`src/rtl/ecc_capture_regs.sv`:
```
module ecc_capture_regs #(
  parameter int ADDR_W   = 32,
  parameter int ATTR_W   = 8,
  parameter int MID_W    = 4,
  parameter int PAGE_OFS = 5
) (
  input  logic              clk,
  input  logic              rst_n,
  input  logic              evt_cor,
  input  logic              evt_unc,
  input  logic [ADDR_W-1:0] acc_addr,
  input  logic [ATTR_W-1:0] acc_attr,
  input  logic [MID_W-1:0]  acc_master,
  input  logic [63:0]       acc_data,
  input  logic [2:0]        reg_idx,
  input  logic              reg_wr,
  input  logic [31:0]       reg_wdata,
  output logic [31:0]       reg_rdata,
  output logic              irq
);

  localparam int INFO_PAD = 31 - ATTR_W - MID_W;
  localparam logic [ADDR_W-1:0] PAGE_MASK = {{(ADDR_W-PAGE_OFS){1'b1}}, {PAGE_OFS{1'b0}}};

  logic [1:0]        en_q;
  logic [1:0]        flag_q;
  logic [ADDR_W-1:0] cap_addr;
  logic [ATTR_W-1:0] cap_attr;
  logic [MID_W-1:0]  cap_mid;
  logic [63:0]       cap_data;
  logic              cap_unc;

  wire take_cor = evt_cor & en_q[0];
  wire take_unc = evt_unc & en_q[1];
  wire take     = take_cor | take_unc;
  wire wr_ctrl  = reg_wr && reg_idx == 3'd0;
  wire wr_stat  = reg_wr && reg_idx == 3'd1;
  wire [1:0] clr = wr_stat ? reg_wdata[1:0] : 2'b00;
  wire unused_wdata = ^reg_wdata[31:2];

  always_ff @(posedge clk or negedge rst_n) begin
    if (!rst_n) begin
      en_q   <= 2'b00;
      flag_q <= 2'b00;
    end else begin
      if (wr_ctrl) en_q <= reg_wdata[1:0];
      flag_q <= (flag_q & ~clr) | {take_unc, take_cor};
    end
  end

  always_ff @(posedge clk) begin
    if (take) begin
      cap_addr <= acc_addr & PAGE_MASK;
      cap_attr <= acc_attr;
      cap_mid  <= acc_master;
      cap_data <= acc_data;
      cap_unc  <= take_unc;
    end
  end

  always_comb begin
    case (reg_idx)
      3'd0:    reg_rdata = {30'd0, en_q};
      3'd1:    reg_rdata = {30'd0, flag_q};
      3'd2:    reg_rdata = 32'(cap_addr);
      3'd3:    reg_rdata = {cap_unc, {INFO_PAD{1'b0}}, cap_mid, cap_attr};
      3'd4:    reg_rdata = cap_data[31:0];
      3'd5:    reg_rdata = cap_data[63:32];
      default: reg_rdata = 32'd0;
    endcase
  end

  assign irq = |(flag_q & en_q);

  p_addr_capture_r3: assert property (@(posedge clk) disable iff (!rst_n)
    (evt_cor && en_q[0]) || (evt_unc && en_q[1]) |=> cap_addr == ($past(acc_addr) & PAGE_MASK));

  p_cor_flag_r5: assert property (@(posedge clk) disable iff (!rst_n)
    evt_cor && en_q[0] |=> flag_q[0]);

  p_unc_flag_r9: assert property (@(posedge clk) disable iff (!rst_n)
    evt_unc && en_q[1] |=> flag_q[1]);

  p_hold_r6: assert property (@(posedge clk) disable iff (!rst_n)
    !((evt_cor && en_q[0]) || (evt_unc && en_q[1])) |=> $stable(cap_addr) && $stable(cap_data));

  p_cor_rise_r6: assert property (@(posedge clk) disable iff (!rst_n)
    $rose(flag_q[0]) |-> $past(evt_cor && en_q[0]));

  p_class_r11: assert property (@(posedge clk) disable iff (!rst_n)
    evt_unc && en_q[1] |=> cap_unc);

endmodule

```
`config.mk`:
```
export PLATFORM = sky130hd
export DESIGN_NAME = ecc_capture_regs
export DESIGN_NICKNAME = d
export VERILOG_FILES = /design/src/rtl/ecc_capture_regs.sv
export SDC_FILE = /design/constraint.sdc
export NUM_CORES = 1
export LEC_CHECK = 0
export BUFFER_PORTS_ARGS = -buffer_cell sky130_fd_sc_hd__buf_2
export CAP_MARGIN = 10
export CORE_MARGIN = 3
export CORE_UTILIZATION = 45
export CTS_CLUSTER_SIZE = 8
export DETAILED_ROUTE_END_ITERATION = 8
export HOLD_SLACK_MARGIN = 0.03
export PLACE_DENSITY_LB_ADDON = 0.15
export SYNTH_ARGS = -nofsm -noshare
export SYNTH_HDL_FRONTEND = slang
export SYNTH_SLANG_ARGS = --single-unit
```
`constraint.sdc`:
```
create_clock -name clk -period 5.6 [get_ports clk]
set_clock_uncertainty 0.2 [all_clocks]
set_input_delay 1.12 -clock clk [delete_from_list [all_inputs] [get_ports clk]]
set_output_delay 1.12 -clock clk [all_outputs]
set_load 0.01 [all_outputs]
```
==> results.cfg <==
[die]
core-area_um2 = 8890
dieArea_um2 = 10500
die_w_um = 103
rows = 34
die_y_um = 103
ioPinCount = 181
start_util_pct = 47.2

[drt]
wl_met1_um = 3170
drcViolationCount = 0
wl_per_cell_um = 16.3
ant_nets = 0
wl_um = 8010
routed.top_layer = met4
dr.pass1.iters = 4
viasPerCell = 5.04
via_count = 2485
drt_iter0_drc = 66
dr_wl_met3_um = 698
wl_met2_um = 4080

[timing]
setup_slack_ns = 1.55
drv_slew = 0
finalHoldViolCount = 0
fin_setup_tns_ns = 0
relSlewSlack_pct = 40.0
setup_violations = 0
worst_slew_pin_slew_ns = 0.899
fin_crit_sh_pct = 72.2
fin_crit_ns = 4.05
fmaxAchievable_mhz = 247
rsz0062_at_grt = no

[clocking]
numCtsBuffers = 9
insertion_delay_ns = 0.36
cts_tree = built
cts_setup_buffers = 0
path_clk_slew_ns = 0.11
hold_buffers = 0
clockRootBuffer = clkbuf_8
htreeDepth = 3
cts_sinks = 108
clk_path_buf_depth = 2
cts_resized = 0

[synth]
synth_top_area_share_pct = 74.5
async_flop_share_pct = 3.70
synth.most_common_cell = edfxtp_1
yosysWarnings = 0
synth_edf_count = 104
synthTopCellsByArea = edfxtp_1, mux2i_1, dfrtp_1
syn_inst = 234
yosysSeqAreaShare_pct = 76.9
synth_seq_cells = 108
avgSynthCellArea_um2 = 17.9
synth_nets = 382
yosysTopAreaCell = edfxtp_1
synthTopCellsByCount = edfxtp_1, mux2i_1, nand2_1
syn_area_um2 = 4190
synthFlopType = edfxtp_1
yosysUniqueCellTypes = 26

[layout]
multi_input_area_um2 = 891
fillers = 723
drive_gt1_share_pct = 46.8
diodes = 0
fin_nets = 528
syn2layout_area_growth_pct = 24.0
final_core_util_pct = 58.5
register_area_um2 = 3220
finalNonFillerCells = 493

[global_routing]
grt_pass1_vias = 2497
antenna_found_initial = 0
grt_max_degree = 66
track_usage_pct = 15.6
gr-total-overflow = 0
grt_first_pass_wirelength_um = 12200

[critical_path]
slowest_stage = nor3b_4
cp-start-kind = primary input
worstSetupPathType = in2out
path_max_fanout = 24
worstPathArrival_ns = 2.73
cp.required_ns = 4.28
crit_top_cell = buf_2
cp_cell_sequence = buf_2 -> nor3b_4 -> nand2_1 -> o21ai_0 -> buf_2
cp-end-kind = primary output
critPathMaxStageDelay_ns = 0.83

[power]
power.density_nw_per_um2 = 338
vdd_drop_max_mv = 0.189
leakage_nw = 2.16
p_total_w = 0.00176

[placed_design]
placedCellCount = 477
port_buffers = 145
dp_hpwl_um = 5430
post-place-ws_ns = 1.51
routabilityCongestion = 0.726

[worst_hold_path]
hp-class = in2async

[run_status]
status = complete, no violations

[run]
maxCapViolCount = 0
[kinds of logic after synthesis]
logic type	after synthesis	synth area share [%]
buffers and inverters	13	2.12
multiplexers	44	10.6
AO/OA/AOI/OAI	39	6.74
AND/OR/NAND/NOR	30	3.70
flip-flops	108	76.9
[flip-flops by register name, indices dropped and copies added (netlist names)]
| register | count |
|---|---|
| en_q | 2 |
| cap_addr | 27 |
| cap_unc | 1 |
| cap_data | 64 |
| cap_mid | 4 |
| cap_attr | 8 |
| flag_q | 2 |
[power breakdown]
part / switching, W / internal, W
Combinational: 0.000132 / 0.0000878
Sequential: 0.0000287 / 0.00103
Clock: 0.000269 / 0.000216
[cells in the final DEF, fill, tap and decap left out, types with 2 or more instances in the layout]
cell type  count
dfrtp_1        4
buf_2        145
mux2_2         2
buf_4          2
o21ai_0        9
o31ai_1        2
inv_6          2
nand2_1       23
o22ai_1        8
inv_8          2
o2bb2ai_1      3
a22o_1         2
o21ai_2       10
clkbuf_8       9
mux2i_1       42
edfxtp_1     104
[metal layers]
layer | up-vias | GRT usage, %
met4 | 0 | 3.63
li1 | 1199 | -
met2 | 88 | 26.7
met3 | 6 | 6.16
met1 | 1192 | 18.6
met5 | - | 0
[final timing paths]
kind / startpoint / to / slack (ns) / cells after the start
max: reg_idx[0] / reg_rdata[26] / 1.55 / 5
min: rst_n / en_q[1]$_DFFE_PN0P_ / 0.34 / 1
max reg2reg: en_q[1]$_DFFE_PN0P_ / cap_data[37]$_DFFE_PP_ / 3.16 / 3
min reg2reg: flag_q[1]$_DFF_PN0_ / flag_q[1]$_DFF_PN0_ / 0.34 / 1
max in group asynchronous: rst_n / flag_q[0]$_DFF_PN0_ / 4.75 / 1
min in group clk: flag_q[1]$_DFF_PN0_ / flag_q[1]$_DFF_PN0_ / 0.34 / 1
[layout make-up]
cell class,instances,area share (%)
Clock buffer,9,2.38
Clock inverter,7,1.59
Inverter,1,0.0722
Multi-Input combinational cell,113,17.1
Sequential cell,108,62.0
Tap cell,108,2.60
Timing Repair Buffer,147,14.2
[through the flow]
step                      hold WS (ns)  instance area [um2]
after floorplan                  0.271                 4190
after global placement           0.305                 4990
after detailed placement         0.318                 4990
after CTS                        0.317                 5200
after global routing             0.311                 5200
final                            0.336                 5200
[critical path, delay by kind of cell]
| kind | cells | cell delay [ns] |
|---|---|---|
| AO/OA/AOI/OAI | 1 | 0.15 |
| AND/OR/NAND/NOR | 2 | 0.92 |
| buffers and inverters | 2 | 0.52 |
Power figures use the tool's default switching activity.
